File: src/rtl/scan_seq_pkg.sv
package scan_seq_pkg;
  typedef enum logic [2:0] {
    ST_IDLE,
    ST_SHIFT,
    ST_LAUNCH_SHIFT,
    ST_DUMMY,
    ST_LAUNCH,
    ST_CAPTURE,
    ST_UNLOAD
  } seq_state_e;
endpackage

File: src/rtl/scan_seq_ctrl.sv
module scan_seq_ctrl
  import scan_seq_pkg::*;
#(
  parameter int N     = 8,
  parameter int PI_W  = 2,
  parameter int RATIO = 4
) (
  input  logic            clk_i,
  input  logic            rst_ni,
  input  logic            mode_i,
  input  logic            dummy_en_i,
  input  logic            vec_valid_i,
  output logic            vec_ready_o,
  input  logic [N-1:0]    vec_data_i,
  input  logic [PI_W-1:0] pi_data_i,
  input  logic            los_bit_i,
  output logic            scan_en_o,
  output logic            shift_pulse_o,
  output logic            sys_pulse_o,
  output logic            scan_in_o,
  output logic [PI_W-1:0] pi_o,
  output logic            unload_done_o
);
  localparam int DW = (RATIO > 2) ? $clog2(RATIO) : 1;
  localparam int CW = $clog2(N + 1);
  localparam logic [DW-1:0] DIV_LAST = DW'(RATIO - 1);
  localparam logic [CW-1:0] CNT_LAST = CW'(N - 1);

  seq_state_e      state_q, state_d;
  logic [DW-1:0]   div_q;
  logic [CW-1:0]   cnt_q;
  logic [N-1:0]    ld_q;
  logic [PI_W-1:0] pi_q;
  logic            lb_q, los_q, dmy_q, pend_q;
  logic            tick, timed, accept;

  assign timed  = (state_q == ST_SHIFT) || (state_q == ST_LAUNCH_SHIFT) ||
                  (state_q == ST_DUMMY) || (state_q == ST_LAUNCH);
  assign tick   = timed && (div_q == DIV_LAST);
  assign vec_ready_o = (state_q == ST_IDLE) || (state_q == ST_UNLOAD);
  assign accept = vec_valid_i && vec_ready_o;

  assign scan_en_o     = (state_q == ST_IDLE) || (state_q == ST_SHIFT) ||
                         (state_q == ST_LAUNCH_SHIFT) || (state_q == ST_UNLOAD);
  assign shift_pulse_o = tick && ((state_q == ST_SHIFT) || (state_q == ST_LAUNCH_SHIFT));
  assign sys_pulse_o   = (tick && (state_q == ST_LAUNCH)) || (state_q == ST_CAPTURE);
  assign scan_in_o     = (state_q == ST_LAUNCH_SHIFT) ? lb_q : ld_q[N-1];
  assign pi_o          = pi_q;
  assign unload_done_o = (state_q == ST_SHIFT) && tick && (cnt_q == CNT_LAST) && pend_q;

  always_comb begin
    state_d = state_q;
    unique case (state_q)
      ST_IDLE, ST_UNLOAD: if (accept) state_d = ST_SHIFT;
      ST_SHIFT: if (tick && cnt_q == CNT_LAST)
                  state_d = los_q ? ST_LAUNCH_SHIFT : (dmy_q ? ST_DUMMY : ST_LAUNCH);
      ST_LAUNCH_SHIFT: if (tick) state_d = ST_CAPTURE;
      ST_DUMMY:        if (tick) state_d = ST_LAUNCH;
      ST_LAUNCH:       if (tick) state_d = ST_CAPTURE;
      ST_CAPTURE:      state_d = ST_UNLOAD;
      default:         state_d = ST_IDLE;
    endcase
  end

  always_ff @(posedge clk_i or negedge rst_ni) begin
    if (!rst_ni) begin
      state_q <= ST_IDLE;
      div_q   <= '0;
      cnt_q   <= '0;
      ld_q    <= '0;
      pi_q    <= '0;
      lb_q    <= 1'b0;
      los_q   <= 1'b0;
      dmy_q   <= 1'b0;
      pend_q  <= 1'b0;
    end else begin
      state_q <= state_d;
      div_q   <= (timed && !tick) ? div_q + DW'(1) : '0;
      if (accept) begin
        ld_q  <= vec_data_i;
        pi_q  <= pi_data_i;
        lb_q  <= los_bit_i;
        los_q <= mode_i;
        dmy_q <= dummy_en_i;
        cnt_q <= '0;
      end else if (shift_pulse_o && state_q == ST_SHIFT) begin
        ld_q  <= {ld_q[N-2:0], 1'b0};
        cnt_q <= cnt_q + CW'(1);
      end
      if (state_q == ST_CAPTURE) pend_q <= 1'b1;
      else if (unload_done_o)    pend_q <= 1'b0;
    end
  end

  assert_sys_se_low_R3: assert property (@(posedge clk_i) disable iff (!rst_ni)
    sys_pulse_o |-> !scan_en_o);
  assert_pulse_excl_R5: assert property (@(posedge clk_i) disable iff (!rst_ni)
    !(shift_pulse_o && sys_pulse_o));
  assert_los_capture_R3: assert property (@(posedge clk_i) disable iff (!rst_ni)
    (shift_pulse_o && state_q == ST_LAUNCH_SHIFT) |=> (sys_pulse_o && !scan_en_o));
  assert_loc_capture_R4: assert property (@(posedge clk_i) disable iff (!rst_ni)
    (sys_pulse_o && state_q == ST_LAUNCH) |=> sys_pulse_o);
  assert_pi_hold_R7: assert property (@(posedge clk_i) disable iff (!rst_ni)
    !accept |=> $stable(pi_o));
  assert_cnt_bound_R2: assert property (@(posedge clk_i) disable iff (!rst_ni)
    cnt_q <= CW'(N));
endmodule

File: src/rtl/scan_chain_model.sv
module scan_chain_model #(
  parameter int N    = 8,
  parameter int PI_W = 2
) (
  input  logic            clk_i,
  input  logic            rst_ni,
  input  logic            clk_en_i,
  input  logic            se_i,
  input  logic            si_i,
  input  logic [PI_W-1:0] pi_i,
  output logic            so_o
);
  logic [N-1:0] q, func;

  for (genvar g = 0; g < N; g++) begin : g_cell
    localparam int NX = (g + 1) % N;
    logic ser;
    if (g == 0) begin : g_head
      assign ser = si_i;
    end else begin : g_body
      assign ser = q[g-1];
    end
    assign func[g] = q[NX] ^ pi_i[g % PI_W] ^ 1'(g % 2);
    always_ff @(posedge clk_i or negedge rst_ni) begin
      if (!rst_ni)       q[g] <= 1'b0;
      else if (clk_en_i) q[g] <= se_i ? ser : func[g];
    end
  end

  assign so_o = q[N-1];
endmodule

File: src/rtl/scan_resp_unload.sv
module scan_resp_unload #(
  parameter int N = 8
) (
  input  logic         clk_i,
  input  logic         rst_ni,
  input  logic         shift_i,
  input  logic         so_i,
  input  logic         done_i,
  output logic         resp_valid_o,
  output logic [N-1:0] resp_data_o
);
  logic [N-1:0] sr_q;
  logic         vld_q;

  always_ff @(posedge clk_i or negedge rst_ni) begin
    if (!rst_ni) begin
      sr_q  <= '0;
      vld_q <= 1'b0;
    end else begin
      if (shift_i) sr_q <= {sr_q[N-2:0], so_i};
      vld_q <= done_i;
    end
  end

  assign resp_valid_o = vld_q;
  assign resp_data_o  = sr_q;

  assert_single_strobe_R8: assert property (@(posedge clk_i) disable iff (!rst_ni)
    resp_valid_o |=> !resp_valid_o);
  assert_done_on_shift_R8: assert property (@(posedge clk_i) disable iff (!rst_ni)
    done_i |-> shift_i);
endmodule

File: src/rtl/scan_seq_top.sv
module scan_seq_top #(
  parameter int N     = 8,
  parameter int PI_W  = 2,
  parameter int RATIO = 4
) (
  input  logic            clk_i,
  input  logic            rst_ni,
  input  logic            mode_i,
  input  logic            dummy_en_i,
  input  logic            vec_valid_i,
  output logic            vec_ready_o,
  input  logic [N-1:0]    vec_data_i,
  input  logic [PI_W-1:0] pi_data_i,
  input  logic            los_bit_i,
  output logic            scan_en_o,
  output logic            shift_clk_o,
  output logic            sys_clk_o,
  output logic            scan_in_o,
  output logic            scan_out_o,
  output logic [PI_W-1:0] pi_o,
  output logic            resp_valid_o,
  output logic [N-1:0]    resp_data_o
);
  logic done;

  scan_seq_ctrl #(.N(N), .PI_W(PI_W), .RATIO(RATIO)) u_ctrl (
    .clk_i, .rst_ni, .mode_i, .dummy_en_i, .vec_valid_i, .vec_ready_o,
    .vec_data_i, .pi_data_i, .los_bit_i, .scan_en_o,
    .shift_pulse_o(shift_clk_o), .sys_pulse_o(sys_clk_o),
    .scan_in_o, .pi_o, .unload_done_o(done)
  );

  scan_chain_model #(.N(N), .PI_W(PI_W)) u_chain (
    .clk_i, .rst_ni, .clk_en_i(shift_clk_o | sys_clk_o), .se_i(scan_en_o),
    .si_i(scan_in_o), .pi_i(pi_o), .so_o(scan_out_o)
  );

  scan_resp_unload #(.N(N)) u_unload (
    .clk_i, .rst_ni, .shift_i(shift_clk_o), .so_i(scan_out_o), .done_i(done),
    .resp_valid_o, .resp_data_o
  );
endmodule

File: config.mk
export PLATFORM = sky130hd
export DESIGN_NAME = scan_seq_top
export DESIGN_NICKNAME = d
export VERILOG_FILES = /design/src/rtl/scan_seq_pkg.sv /design/src/rtl/scan_seq_ctrl.sv /design/src/rtl/scan_chain_model.sv /design/src/rtl/scan_resp_unload.sv /design/src/rtl/scan_seq_top.sv
export SDC_FILE = /design/constraint.sdc
export NUM_CORES = 1
export LEC_CHECK = 0
export ABC_AREA = 1
export CAP_MARGIN = 30
export CORE_UTILIZATION = 53
export DETAILED_ROUTE_END_ITERATION = 7
export PLACE_DENSITY_LB_ADDON = 0.1
export SYNTH_ARGS = -nofsm -noshare
export SYNTH_HDL_FRONTEND = slang
export SYNTH_SLANG_ARGS = --single-unit
File: constraint.sdc
create_clock -name clk_i -period 1.9 [get_ports clk_i]
set_input_delay 0.38 -clock clk_i [delete_from_list [all_inputs] [get_ports clk_i]]
set_output_delay 0.38 -clock clk_i [all_outputs]
set_load 0.05 [all_outputs]
== Yosys cells after proc, flatten, opt, wreduce, memory -nomap -nowiden ==
Cells that the tools add are included.
Word-level totals
  flip-flop bits (word level): 40
  latch bits: 0
  RAM bits: 0
  ROM bits: 0
  output and inout port bits: 17
  word-level logic and storage cells: 94
  memories: 0
Cells by class
  add/sub/neg operators: 2
  multiply operators: 0
  div/mod/pow operators: 0
  order comparisons: 0
  equality and inequality tests: 12
  shift operators: 0
  multiplexer cells: 23
  bitwise gates (word level): 13
  reductions and logical operators: 25
Operator list (number)
  2-to-1 mux 3 bit: 6
  2-to-1 mux 8 bit: 2
  case mux 3 bit (5 select lines): 1
  2-to-1 mux 1 bit: 11
  logical AND 1 bit: 10
  equality test 3 bit (second input constant): 3
  logical OR 1 bit: 8
  2-to-1 mux 4 bit: 2
  bitwise XOR 1 bit: 8
  equality test 3 x 2 -> 1 bit (second input constant): 2
  inequality test 2 x 1 -> 1 bit (second input constant): 3
  adder 4 x 1 -> 4 bit (second input constant): 1
  equality test 4 x 3 -> 1 bit (second input constant): 1
  NOT 1 bit: 4
  AND reduction 4 bit: 1
  nonzero test 2 bit: 2
  OR reduction 2 bit: 2
  equality test 3 x 1 -> 1 bit (second input constant): 1
  zero test 3 bit: 1
  adder 2 x 1 -> 2 bit (second input constant): 1
  equality test 2 bit (second input constant): 1
  2-to-1 mux 2 bit: 1
  inequality test 2 bit (second input constant): 1
  zero test 1 bit: 1
  bitwise OR 1 bit: 1

== Depth between registers and ports, before layout ==
  depth in word-level cells: 10
  mapped depth: 9
  mapped depth without buffers: 8

== Cells and area by module ==
A second synthesis with hierarchy kept.
Unflattened totals
  cell total of the unflattened synthesis: 271
  area total of the unflattened synthesis: 2068.2 µm²
By module, submodules not included
  scan_seq_ctrl: instances 1, cells each 154, area an instance 1207.4 µm², sequential area each 575.6 µm²
  scan_chain_model: instances 1, cells each 79, area an instance 519.2 µm², sequential area each 200.2 µm²
  scan_resp_unload: instances 1, cells each 35, area an instance 330.3 µm², sequential area each 225.2 µm²
  scan_seq_top: instances 1, cells each 3, area an instance 11.3 µm², sequential area each 0.0 µm²

== Least setup slack after synthesis ==
No wires, ideal clock.
  kind: reg-to-output
  start: register u_ctrl.div_q[0]
  end: output port sys_clk_o
  arrival time: 1285 ps
  slack: 235 ps
  cell stages (with the launch flop): 6
  path buffers: 0
  cell sequence: dfrtp_1 ha_1 inv_1 nand2_1 nand3_2 inv_1
Between the ends
  longest elaborated chain between the ends: 4
Ends and longest elaborated chain
  start, declared: RTL line scan_seq_ctrl.sv:30  | logic [DW-1:0] div_q;
  start signal, assigned: RTL line scan_seq_ctrl.sv:78  | div_q <= (timed && !tick) ? div_q + DW'(1) : '0;
  equality test 2 bit: RTL line scan_seq_ctrl.sv:39  | assign tick = timed && (div_q == DIV_LAST);
  logical AND 1 bit: RTL line scan_seq_ctrl.sv:39
  logical AND 1 bit: RTL line scan_seq_ctrl.sv:46  | assign sys_pulse_o = (tick && (state_q == ST_LAUNCH)) || (state_q == ST_CAPTURE);
  logical OR 1 bit: RTL line scan_seq_ctrl.sv:46
  end, declared: RTL line scan_seq_top.sv:17  | output logic sys_clk_o,
No other way between the ends.

== Worst setup path after layout ==
  start: register u_unload.sr_q[2] (netlist: u_unload.resp_data_o[2])
  end: output port resp_data_o[2]
RTL lines
  start, declared: RTL line scan_resp_unload.sv:12  | logic [N-1:0] sr_q;
  start signal, assigned: RTL line scan_resp_unload.sv:20  | if (shift_i) sr_q <= {sr_q[N-2:0], so_i};
  end, declared: RTL line scan_seq_top.sv:22  | output logic [N-1:0] resp_data_o
No word-level cell between the ends.

==> impl_metrics.yaml <==
sta:
  setup_tns_ns: 0
  hold_viol: 0
  relSlewSlack_pct: 66.7
  setup_viol: 0
  rsz0062_at_grt: "false"
  max_freq_ghz: 0.542
  fin_crit_ns: 1.84
  finClkSkew_ns: 0.00622
  final_max_slew_viol_count: 0
  worst_pin_slew_ns: 0.499
  fin_crit_sh_pct: 97.1
clock_tree:
  cts_buffer_depth: 2
  cts_tree: "built"
  clock_sinks: 40
  postCtsSetupBuffers: 0
  cts_made_buffers: 5
  h-tree-depth: 2
  cts_root_buf: "clkbuf_8"
  clk_pin_slew_ns: 0.08
  worstSkewPairLatency_ns: 0.29
logic_synthesis:
  syn_area_per_cell_um2: 7.73
  synth_cell_types: 23
  yosys_register_bits: 40
  syn-cell-area_mm2: 0.00205
  ys_warn_count: 0
  syn_inst: 265
  synth-seq-area-share_pct: 48.8
  synth_fp_nets: 283
floorplanning:
  dieWidth_um: 64.2
  die_h_um: 64.2
  row_count: 22
  io_pins: 33
  die-area_mm2: 0.00412
  start_util_pct: 55.6
  core_region_area_mm2: 0.00369
global_route:
  grt_pass1_vias: 1555
  track_usage_pct: 22.5
  grt_pass1_wl_um: 7080
  grt_start_max_net_pins: 41
  antenna_found_initial: 0
  grt_overflow_total: 0
critical_path:
  setup.worst_path.start_class: "flop"
  path_buf_inv: 1
  r2r-start: "u_ctrl.state_q[2]"
  ff2ff_path_depth: 8
  required_ns: 1.52
  slowest_delay_ns: 0.81
  path_max_fanout: 3
  criticalPathCategory: "flop to output port"
  worstReg2RegEnd: "u_ctrl.ld_q[0]"
  r2r_slack_ns: 0.33
  cp_data_arrival_time_ns: 1.46
  cp_top_family: "buffers and inverters"
  crit_path_top_delay_cell: "clkdlybuf4s50_1"
  end_kind: "output port"
  crit_chain: "clkdlybuf4s50_1"
power_and_ir_drop:
  ir_worst_vdd_mv: 0.936
  p_sw_mw: 1.84
  cellInternalPower_mw: 2.33
  sw_frac_of_total_pct: 44.1
  clockPowerShare_pct: 16.4
  power.share.combinational_pct: 49.6
  seqPwrFrac_pct: 34.1
  leakage_nw: 1.37
  p_per_area_mw_per_mm2: 1620
placed_design:
  io_buffers: 32
  dp_cells: 343
  hpwl_um: 2810
  gp_congestion: 0.880
status:
  status: "completed"
detailed_routing:
  drtPass1Iterations: 4
  wire_per_inst_um: 11.5
  vias: 1706
  detail-route-antenna-nets: 0
  viasPerCell: 4.86
  route.detailed.drc: 0
  drtIter0Drc: 82
  routed_wl_um: 4020
final_layout:
  drive_gt1_share_pct: 12.9
  final_core_util_pct: 69.8
  antennaDiodeCount: 0
  fin_cells: 351
  nNetsFinal: 320
  syn_to_final_growth_pct: 25.7
job:
  drv_cap: 0
min_path:
  hp-class: "input pin to async pin"
==> layout make-up <==
class / count / area [µm²]
clock buffer: 5 / 68.8
clock inverter: 3 / 42.5
fill: 304 / 1110
inverter: 21 / 78.8
multi-input combinational: 196 / 920
sequential: 40 / 1000
tap: 48 / 60.1
timing repair buffer: 38 / 403
==> power groups by stage <==
stage / combinational [mW] / sequential, mW / clock (mW)
floorplan: 1.39 / 1.48 / 0
global placement: 2.05 / 1.42 / 0
detailed placement: 2.07 / 1.42 / 0
CTS: 2.08 / 1.41 / 0.693
global route: 2.31 / 1.46 / 0.740
finish: 2.07 / 1.42 / 0.682
==> through the flow <==
stage / hold WS (ns) / power [mW] / cell area [µm²] / setup WS, ns
2_1_floorplan: 0.0844 / 2.87 / 2050 / 0.235
3_5_place_dp: 0.429 / 3.49 / 2450 / 0.295
6_report: 0.132 / 4.17 / 2580 / 0.0555
4_1_cts: 0.161 / 4.18 / 2570 / 0.0253
3_3_place_gp: 0.417 / 3.47 / 2450 / 0.330
5_1_grt: 0.188 / 4.51 / 2580 / 0.00159
==> per-layer routing <==
| metal | track usage, % | vias up | routed length, µm |
|---|---|---|---|
| li1 | - | 907 | - |
| met3 | 4.29 | 7 | 145 |
| met5 | 0 | - | 0 |
| met4 | 8.89 | 0 | 56 |
| met2 | 35.9 | 31 | 1810 |
| met1 | 30.1 | 761 | 2010 |
==> worst register-to-register path, cell delays in order, from the launching register on <==
cell and delay [ns]:
dfrtp_1 0.47, nor2_1 0.26, nand2_1 0.15, inv_1 0.11, nand2_2 0.14, nand2_1 0.12, inv_1 0.10, nand2_1 0.08
nand2_1 0.05
==> cells by family after synthesis <==
family / share of synthesized area [%]
buf+inv: 6.41
simple gates: 35.1
xor+xnor: 4.27
flops: 48.8
compound gates: 4.15
fa+ha+maj: 1.22
==> flip-flops by register name (all words and copies together) (netlist names) <==
name / flops
u_unload.resp_data_o: 8
u_unload.resp_valid_o: 1
u_ctrl.cnt_q: 4
u_ctrl.pi_o: 2
u_ctrl.ld_q: 8
u_ctrl.pend_q: 1
u_ctrl.dmy_q: 1
u_chain.so_o: 1
u_ctrl.div_q: 2
u_chain.g_cell.ser: 7
u_ctrl.state_q: 3
u_ctrl.los_q: 1
u_ctrl.lb_q: 1
==> worst max path at each step <==
stage                            start  depth (start not counted)  slack, ns        endpoint
2_1_floorplan          u_ctrl.div_q[0]                          5       0.23       sys_clk_o
3_3_place_gp               vec_valid_i                          6       0.33  u_ctrl.ld_q[6]
3_5_place_dp               vec_valid_i                          6       0.29  u_ctrl.ld_q[6]
4_1_cts              u_ctrl.state_q[1]                          5       0.03     shift_clk_o
5_1_grt                u_ctrl.div_q[0]                          6      0.002       sys_clk_o
6_report       u_unload.resp_data_o[2]                          1       0.06  resp_data_o[2]
==> synth_stat cells <==
| cell | number | area share, % |
|---|---|---|
| nand3_2 | 1 | 0.49 |
| dfrtp_1 | 40 | 49 |
| nand2_2 | 3 | 0.92 |
| buf_1 | 1 | 0.18 |
| xor2_1 | 6 | 2.6 |
| buf_4 | 1 | 0.37 |
| o21ai_1 | 1 | 0.24 |
| nor2_1 | 12 | 2.2 |
| buf_6 | 2 | 1.1 |
| inv_2 | 5 | 0.92 |
| clkbuf_1 | 1 | 0.18 |
| nand3_4 | 1 | 0.85 |
| a21oi_1 | 3 | 0.73 |
| xnor2_1 | 4 | 1.7 |
| ha_1 | 2 | 1.2 |
| nand2_1 | 114 | 21 |
| nand4_1 | 1 | 0.31 |
| inv_1 | 16 | 2.9 |
| nand4_4 | 1 | 1.0 |
| buf_2 | 3 | 0.73 |
| nand3_1 | 33 | 8.1 |
| nor3b_1 | 1 | 0.37 |
| o21ai_0 | 13 | 3.2 |
==> repair_timing <==
action,in CTS,in global routing
hold endpoints to repair,0,0
setup endpoints to repair,1,4
hold buffers,0,0
gates cloned,0,0
resized for setup,1,4
==> layout by cell type (no fill, tap or decap), types with 2 or more instances in the layout <==
cell type / n
nand3_1: 33
clkdlybuf4s50_1: 19
clkbuf_8: 5
xnor2_1: 4
dfrtp_2: 2
nor2_1: 12
xor2_1: 6
nand2_1: 114
a21oi_1: 3
dlymetal6s2s_1: 2
inv_1: 16
buf_4: 11
inv_2: 5
buf_12: 5
dfrtp_1: 38
o21ai_0: 13
nand2_2: 3
(Power assumes the default switching activity.)
